`config.mk`:
```
export PLATFORM = sky130hd
export DESIGN_NAME = skew_pipe_adder
export DESIGN_NICKNAME = d
export VERILOG_FILES = /design/src/rtl/spa_pkg.sv /design/src/rtl/spa_delay_line.sv /design/src/rtl/spa_slice_add.sv /design/src/rtl/skew_pipe_adder.sv
export SDC_FILE = /design/constraint.sdc
export NUM_CORES = 1
export LEC_CHECK = 0
export ABC_AREA = 1
export BUFFER_PORTS_ARGS = -buffer_cell sky130_fd_sc_hd__buf_2
export CAP_MARGIN = 20
export CORE_MARGIN = 2
export CORE_UTILIZATION = 37
export CTS_CLUSTER_DIAMETER = 100
export CTS_CLUSTER_SIZE = 16
export DETAILED_ROUTE_END_ITERATION = 8
export SLEW_MARGIN = 20
export SYNTH_ARGS = -nofsm -noshare
export SYNTH_HDL_FRONTEND = slang
export SYNTH_HIERARCHICAL = 1
export SYNTH_SLANG_ARGS = --single-unit
export TNS_END_PERCENT = 50
```
`constraint.sdc`:
```
create_clock -name clk -period 3.6 [get_ports clk]
set_input_delay 0.54 -clock clk [delete_from_list [all_inputs] [get_ports clk]]
set_output_delay 0.54 -clock clk [all_outputs]
set_load 0.03 [all_outputs]
```
`src/rtl/spa_pkg.sv`:
```
package spa_pkg;

  // Default geometry of the adder
  localparam int unsigned SPA_WIDTH   = 32;
  localparam int unsigned SPA_SLICE_W = 8;

  // Number of carry-chain slices for a given total and slice width
  function automatic int unsigned spa_slices(input int unsigned width,
                                             input int unsigned slice_w);
    return width / slice_w;
  endfunction

  // Rising edges from operand sampling to the output register
  function automatic int unsigned spa_latency(input int unsigned width,
                                              input int unsigned slice_w);
    return (width / slice_w) + 1;
  endfunction

endpackage

```
`src/rtl/spa_delay_line.sv`:
```
// Plain shift register of DEPTH stages (DEPTH >= 1), cleared by sync reset.
module spa_delay_line #(
  parameter int unsigned W     = 8,
  parameter int unsigned DEPTH = 1
) (
  input  logic         clk,
  input  logic         rst,
  input  logic [W-1:0] din,
  output logic [W-1:0] dout
);

  logic [W-1:0] stg [DEPTH];

  always_ff @(posedge clk) begin
    if (rst) begin
      for (int k = 0; k < DEPTH; k++) stg[k] <= '0;
    end else begin
      stg[0] <= din;
      for (int k = 1; k < DEPTH; k++) stg[k] <= stg[k-1];
    end
  end

  assign dout = stg[DEPTH-1];

endmodule

```
`src/rtl/spa_slice_add.sv`:
```
// One byte-wide (SW) slice: registered sum and registered carry.
module spa_slice_add #(
  parameter int unsigned SW = 8
) (
  input  logic          clk,
  input  logic          rst,
  input  logic [SW-1:0] op_x,
  input  logic [SW-1:0] op_y,
  input  logic          cy_in,
  output logic [SW-1:0] sum_q,
  output logic          cy_q
);

  logic [SW:0] total;

  always_comb begin
    total = {1'b0, op_x} + {1'b0, op_y} + {{SW{1'b0}}, cy_in};
  end

  always_ff @(posedge clk) begin
    if (rst) begin
      sum_q <= '0;
      cy_q  <= 1'b0;
    end else begin
      sum_q <= total[SW-1:0];
      cy_q  <= total[SW];
    end
  end

endmodule

```
`src/rtl/skew_pipe_adder.sv`:
```
// Pipelined adder: carry chain split into SLICE_W slices, one per cycle.
// WIDTH must be a multiple of SLICE_W.
module skew_pipe_adder
  import spa_pkg::*;
#(
  parameter int unsigned WIDTH   = SPA_WIDTH,
  parameter int unsigned SLICE_W = SPA_SLICE_W
) (
  input  logic             clk,
  input  logic             rst,
  input  logic             in_valid,
  input  logic [WIDTH-1:0] op_a,
  input  logic [WIDTH-1:0] op_b,
  input  logic             carry_in,
  output logic             out_valid,
  output logic [WIDTH-1:0] sum,
  output logic             carry_out
);

  localparam int unsigned NSLICE = spa_slices(WIDTH, SLICE_W);

  // Operand capture registers
  logic [WIDTH-1:0] a_q, b_q;
  logic             ci_q, v_q;

  always_ff @(posedge clk) begin
    if (rst) begin
      a_q  <= '0;
      b_q  <= '0;
      ci_q <= 1'b0;
      v_q  <= 1'b0;
    end else begin
      a_q  <= op_a;
      b_q  <= op_b;
      ci_q <= carry_in;
      v_q  <= in_valid;
    end
  end

  // Per-slice aligned operands, carries and results
  logic [NSLICE-1:0][SLICE_W-1:0] x_al, y_al, slc_sum, sum_al;
  logic [NSLICE-1:0]              cin_al, slc_cy;

  for (genvar i = 0; i < NSLICE; i++) begin : g_slice
    if (i == 0) begin : g_first
      assign x_al[i]   = a_q[SLICE_W-1:0];
      assign y_al[i]   = b_q[SLICE_W-1:0];
      assign cin_al[i] = ci_q;
    end else begin : g_skew
      logic [2*SLICE_W-1:0] skew_in, skew_out;
      assign skew_in = {a_q[i*SLICE_W +: SLICE_W], b_q[i*SLICE_W +: SLICE_W]};
      spa_delay_line #(.W(2*SLICE_W), .DEPTH(i)) u_skew (
        .clk  (clk),
        .rst  (rst),
        .din  (skew_in),
        .dout (skew_out)
      );
      assign x_al[i]   = skew_out[2*SLICE_W-1:SLICE_W];
      assign y_al[i]   = skew_out[SLICE_W-1:0];
      assign cin_al[i] = slc_cy[i-1];
    end

    spa_slice_add #(.SW(SLICE_W)) u_add (
      .clk   (clk),
      .rst   (rst),
      .op_x  (x_al[i]),
      .op_y  (y_al[i]),
      .cy_in (cin_al[i]),
      .sum_q (slc_sum[i]),
      .cy_q  (slc_cy[i])
    );

    if (i == NSLICE - 1) begin : g_last
      assign sum_al[i] = slc_sum[i];
    end else begin : g_deskew
      spa_delay_line #(.W(SLICE_W), .DEPTH(NSLICE - 1 - i)) u_deskew (
        .clk  (clk),
        .rst  (rst),
        .din  (slc_sum[i]),
        .dout (sum_al[i])
      );
    end
  end

  // Valid tag follows the slices
  logic vld_al;

  spa_delay_line #(.W(1), .DEPTH(NSLICE)) u_vld (
    .clk  (clk),
    .rst  (rst),
    .din  (v_q),
    .dout (vld_al)
  );

  // Output register
  always_ff @(posedge clk) begin
    if (rst) begin
      sum       <= '0;
      carry_out <= 1'b0;
      out_valid <= 1'b0;
    end else begin
      sum       <= sum_al;
      carry_out <= slc_cy[NSLICE-1];
      out_valid <= vld_al;
    end
  end

endmodule

```
# Word level (Yosys, flattened, before mapping)
# Memory sizes are Yosys's and may differ from the RTL's. A register that Yosys moved wholly into a read port is not among the register bits.
# Cells that the tools add are included.
# W data, S select, Z words.
[word_totals]
mem_count = 7
ram_bits = 148
output_inout_bits = 34
elab_cells = 66
ff_bits = 135
[classes]
reduce_logical = 2
addsub = 8
muxes = 21
n_bitwise = 14
[memory_table]
columns = ["memory", "depth", "width", "read_ports", "rd_clocked_by_memory_dff", "wr", "line_no", "source"]
rows = [
  ["g_slice[3].g_skew.u_skew.stg", 3, 16, 3, 0, 3, "spa_delay_line.sv:12", "logic [W-1:0] stg [DEPTH];"],
  ["g_slice[2].g_skew.u_skew.stg", 2, 16, 2, 0, 2, "spa_delay_line.sv:12", ""],
  ["g_slice[0].g_deskew.u_deskew.stg", 3, 8, 3, 1, 3, "spa_delay_line.sv:12", ""],
  ["g_slice[1].g_deskew.u_deskew.stg", 2, 8, 2, 1, 2, "spa_delay_line.sv:12", ""],
  ["g_slice[1].g_skew.u_skew.stg", 1, 16, 1, 0, 1, "spa_delay_line.sv:12", ""],
  ["g_slice[2].g_deskew.u_deskew.stg", 1, 8, 1, 1, 1, "spa_delay_line.sv:12", ""],
  ["1 more memories", "--", "--", "--", "--", "--", "--", ""],
]
[ops]
columns = ["op", "count"]
rows = [
  ["$mux W16", 6],
  ["$mux W8", 6],
  ["$add A8 B8 Y9", 4],
  ["$add A9 B1 Y9", 4],
  ["$reduce_or A16 Y1", 1],
  ["$or A1 B1 Y1", 14],
  ["$mux W1", 9],
  ["$reduce_or A8 Y1", 1],
]

# Logic depth before layout (Yosys ltp)
[logic_depth]
ltp_word = 3
ltp_mapped = 10
depth_no_buf = 9

# By module
# The synthesis kept the hierarchy.
[by_module_without_submodules]
columns = ["mod", "cells_each", "n_inst", "area_each_um2"]
rows = [
  ["skew_pipe_adder", 311, 1, 2901.5],
  ["spa_delay_line at g_slice[3].g_skew.u_skew", 165, 1, 1485.2],
  ["spa_slice_add at g_slice[1].u_add ...", 82, 2, 589.3],
  ["spa_delay_line at g_slice[2].g_skew.u_skew", 115, 1, 1034.7],
  ["spa_delay_line at g_slice[0].g_deskew.u_deskew", 82, 1, 743.2],
  ["spa_slice_add at g_slice[2].u_add", 84, 1, 589.3],
  ["spa_slice_add at g_slice[0].u_add", 79, 1, 584.3],
  ["spa_delay_line at g_slice[1].g_deskew.u_deskew", 58, 1, 534.3],
  ["spa_delay_line at g_slice[1].g_skew.u_skew", 50, 1, 474.2],
  ["spa_delay_line at g_slice[2].g_deskew.u_deskew", 25, 1, 231.5],
  ["spa_delay_line at u_vld", 12, 1, 110.1],
]

# Worst setup path after synthesis
# OpenSTA, ideal clock, no wires.
[synth_path]
path_type = "register -> register"
startpoint = "memory g_slice[3].g_skew.u_skew/stg[0][40] (netlist bit)"
endpoint = "register g_slice[3].u_add.sum_q[6]"
path_stages_with_launch = 10
arrival_time_ps = 1633
path_slack_ps = 1852
path_buffers = 1
synth_period_minus_slack_ps = 1748
path_cell_list = "dfxtp_1 buf_4 fa_1 fa_1 nand2_1 nand2_1 nand3_1 nand3_1 nand2_1 nor2_1"
[synth_rtl]
columns = ["element", "line_no", "source"]
rows = [
  ["start, declared", "spa_delay_line.sv:12", ""],
  ["end signal, assigned", "spa_slice_add.sv:25", "sum_q <= total[SW-1:0];"],
  ["end, declared", "spa_slice_add.sv:10", "output logic [SW-1:0] sum_q,"],
]

==> results <==
- Across the VDD grid, the largest voltage drop is roughly 0.00032 V.
- The clock tree from TritonCTS is done.
- The period utilization is between 50 and 60%.
- The clock network latency to the later pin of the worst-skew pair is around 0.49 ns.
- The flow ran to the end, but the final reports show violations.
- The post-layout net count is between 1000 and 1500.
- The highest clock rate is approximately 540 MHz.
- Synthesis produced a netlist with a net count of about 1200.
- Compared with the post-synthesis result, the final layout area differs by 8.72%.
- The worst hold path belongs to the class primary input to register.
- Clock tree synthesis inserted a total of 21 buffers.
- The cell accounting for the most synthesized area is dfxtp_1.
- The final reports fail on design-rule violations.
- During placement, the flow inserted port buffers numbering approximately 100.
- Data on the critical path is required at its endpoint by between 3 and 4 ns.
- Counting every instance in the synthesized netlist gives approximately 1100.
- The max capacitance violation total is 0.
- The remaining global-route overflow is 0.
- For this block, the routed nets add up to roughly 13 mm of wire.
- The number of antenna cells inserted is 0.
- The number of hold violations in the final report is 0.
- Of the total power, the share spent switching nets is between 20% and 30%.
- The synthesized cell area is between 9000 and 10000 um2.
- The clock period could shrink to 1.84 ns.
- In this run, the clock network consumes 36.7% of the power.
- In this run the post-CTS setup repair buffer count came out at 0.
- The worst pin sits at a relative slew slack of about 48%.
- The post-cts gate resize count is 0.
- The via total after detailed routing is 5849.
- The critical path starts at g_slice[2].g_skew.u_skew/stg[0][24]$_SDFF_PP0_.
- The half-perimeter wire length of the detailed placement result is around 8.8 mm.
- For the pin with the worst max-slew slack, the measured transition is 0.782 ns.
- The number of remaining DRC errors is 5.
- The total area inside the core boundary comes to 26100 um2.
- The startpoint identified for the worst register-to-register timing path is g_slice[2].g_skew.u_skew/stg[0][24]$_SDFF_PP0_.
- In this run the power density over the cells is 525 nW/um2.
- Setup total negative slack on the finished layout was measured at 0 ns.
- Summed over all cells, the static leakage comes to between 5 and 6 nW.
- The first-pass GRT wire length is ~23 mm.
- Along the worst hold path, the cell count comes to 3.
- The full die area is ~28000 um2.
- After synthesis, the mean cell area works out to around 8.6 um2.
- The count of distinct cell types in the synthesized netlist is 26.
- The number of I/O pins is slightly above 100.
- The capturing point of the worst reg2reg path is g_slice[2].u_add/cy_q$_SDFF_PP0_.
- The post-synthesis sequential element count is ~280.
- Summed over all nets, the switching power comes to 0.00116 W.
- The setup check on the worst reg-to-reg path leaves a slack of approximately 1.8 ns.
- Clock-pin slew was measured on the worst setup and hold paths at ~0.070 ns.
- The proportion of layout cells with a drive suffix above 1 is 13.1%.
- The sequential cell area fraction in the yosys report is ~58%.
- The critical path class is register to register.
- The count of nets left with antenna violations once routing finished came out at 0.
- The combinational share of power is under 10%.
- The via count of the first global-routing pass is between 5000 and 6000.
- After synthesis, the cell types taking the most area are dfxtp_1, nor2_1, inv_1, buf_4, ha_1.
- The floorplan has slightly below 60 rows.
- The routability congestion estimate from global placement is 0.765.
- The final number of setup-violating endpoints is 0.
- The area share of the largest cell type after synthesis is 57.6%.
- The deepest level of the CTS H-tree is 1.
- The startpoint of the worst hold path is op_b[29].
- STA classifies the critical path endpoint as a register.
- The CTS root buffer is clkbuf_16.
- Along the worst path, the maximum fanout reaches 3.
- The number of iterations in the first detailed-routing pass is 6.
- The quantity of hold-fixing buffers added after cts is 0.
- The chip height is around 170 um.
- The proportion of power drawn by flip-flops and latches is about three fifths.
- The die is 167 um wide.
- The worst hold endpoint is b_q[29]$_SDFF_PP0_.
- The startpoint class of the critical path is a register.
- The via density per instance is between 3 and 4.
- The setup clock skew after layout is between 0.01 and 0.015 ns.
- STA puts the critical path data arrival time at between 2 and 2.5 ns.
- On the final layout, the worst hold slack is ~0.25 ns.
- The tree built by TritonCTS fans out to ~280 sinks.
- After the first detailed-routing iteration, the DRC count stood at about 270.
- The pin count of the biggest net entering global routing is 119.
- For the worst flop-to-flop path, the logic depth is 8.
- In the global route stage, overall resource usage came out at under 10%.
- The initial core utilization is around 38%.
- The final-report max-slew violation count is 0.
- The total chip power is about 0.0056 W.
- Setup repair after global routing left no endpoint under its margin.
- The routed wire length per instance is approximately 8.4 um.
- The clock passes through at most 3 buffers.
- The internal power consumption is about 0.0045 W.
- For this run, the number of Yosys warnings is 6.
- The number of antenna violations at the first check in global routing is 0.
-- power groups by stage --
stage | Sequential, W | Combinational (W) | Clock, W
finish | 0.00329 | 0.000282 | 0.00207
global route | 0.00330 | 0.000335 | 0.00230
CTS | 0.00329 | 0.000289 | 0.00217
detailed placement | 0.00336 | 0.000288 | 0
global placement | 0.00336 | 0.000284 | 0
floorplan | 0.00336 | 0.000233 | 0
-- cell families after synthesis --
family | after synthesis | share of synthesized area, %
simple gates | 420 | 17.3
buf+inv | 370 | 18.1
flops | 284 | 57.6
fa+ha+maj | 36 | 5.17
compound gates | 35 | 1.86
-- metrics by stage --
step / setup slack (ns) / std cells / utilization, % / area [um2]
4_1_cts: 1.75 / 1535 / 41.1 / 10700
6_report: 1.76 / 1535 / 41.1 / 10700
2_1_floorplan: 1.85 / 1145 / - / 9870
3_5_place_dp: 1.67 / 1513 / 38.9 / 10200
3_3_place_gp: 1.68 / 1513 / 38.9 / 10200
5_1_grt: 1.61 / 1535 / 41.1 / 10700
-- cell usage in the layout, fill, tap and decap left out --
cell / Yosys / routed
a21oi_1: 31 / 31
a21oi_2: 1 / 1
and2_1: 1 / 1
and2_4: 3 / 3
buf_2: 2 / 100
buf_4: 48 / 6
bufinv_16: 0 / 1
clkbuf_16: 0 / 21
clkbuf_8: 10 / 1
clkinv_1: 2 / 2
dfxtp_1: 284 / 284
fa_1: 8 / 8
ha_1: 28 / 28
inv_1: 289 / 289
inv_2: 5 / 5
nand2_1: 75 / 75
nand2_2: 7 / 7
nand3_1: 22 / 22
nand3_2: 2 / 2
nand3b_1: 3 / 3
nor2_1: 295 / 295
nor2_2: 6 / 6
o21a_1: 2 / 2
o21ai_0: 1 / 1
or2_1: 2 / 2
or2_4: 4 / 4
-- state kept, by name, summed over array words and instances, names as in the netlist --
register,count
g_slice.g_skew.u_skew/stg,96
ci_q,1
carry_out,1
b_q,32
a_q,32
out_valid,1
v_q,1
g_slice.u_add/cy_q,4
u_vld/stg,4
g_slice.u_add/sum_q,32
sum,32
g_slice.g_deskew.u_deskew/stg,48
-- synth_stat cells, drive strengths merged --
| cell | number |
|---|---|
| nor2 | 301 |
| inv | 294 |
| dfxtp | 284 |
| nand2 | 82 |
| buf | 64 |
| a21oi | 32 |
| ha | 28 |
| nand3 | 24 |
| clkbuf | 10 |
| fa | 8 |
| or2 | 6 |
| and2 | 4 |
| nand3b | 3 |
| clkinv | 2 |
| o21a | 2 |
| o21ai | 1 |
-- worst max-delay path: stages, from the launching register on --
cell     delay [ns]
dfxtp_1        0.32
fa_1           0.48
fa_1           0.42
nand2_1        0.11
nand2_1        0.07
nand3_1        0.07
nand2_1        0.10
nand2_1        0.07
a21oi_1        0.05
-- final cells by class --
class	count	area, um2
Sequential cell	284	5690
Clock buffer	21	526
Timing Repair Buffer	107	559
Fill cell	2671	15400
Multi-Input combinational cell	491	2400
Inverter	296	1110
Clock inverter	1	30.0
Tap cell	335	419
-- metal layers --
metal / GRT usage, % / up-vias / part of all wire (%)
li1: - / 3282 / -
met1: 11.2 / 2460 / 46
met2: 17.5 / 85 / 47
met3: 2.27 / 22 / 5.0
met4: 2.68 / 0 / 2.3
met5: 0 / - / 0
-- worst max path at each step --
stage | endpoint | slack [ns] | cells after the start
2_1_floorplan | g_slice[3].u_add/sum_q[6]$_SDFF_PP0_ | 1.85 | 9
3_3_place_gp | g_slice[3].u_add/sum_q[5]$_SDFF_PP0_ | 1.68 | 5
3_5_place_dp | g_slice[3].u_add/sum_q[2]$_SDFF_PP0_ | 1.67 | 5
4_1_cts | g_slice[2].u_add/cy_q$_SDFF_PP0_ | 1.75 | 8
5_1_grt | g_slice[2].u_add/cy_q$_SDFF_PP0_ | 1.61 | 8
6_report | g_slice[2].u_add/cy_q$_SDFF_PP0_ | 1.76 | 8
(Power assumes the default switching activity.)
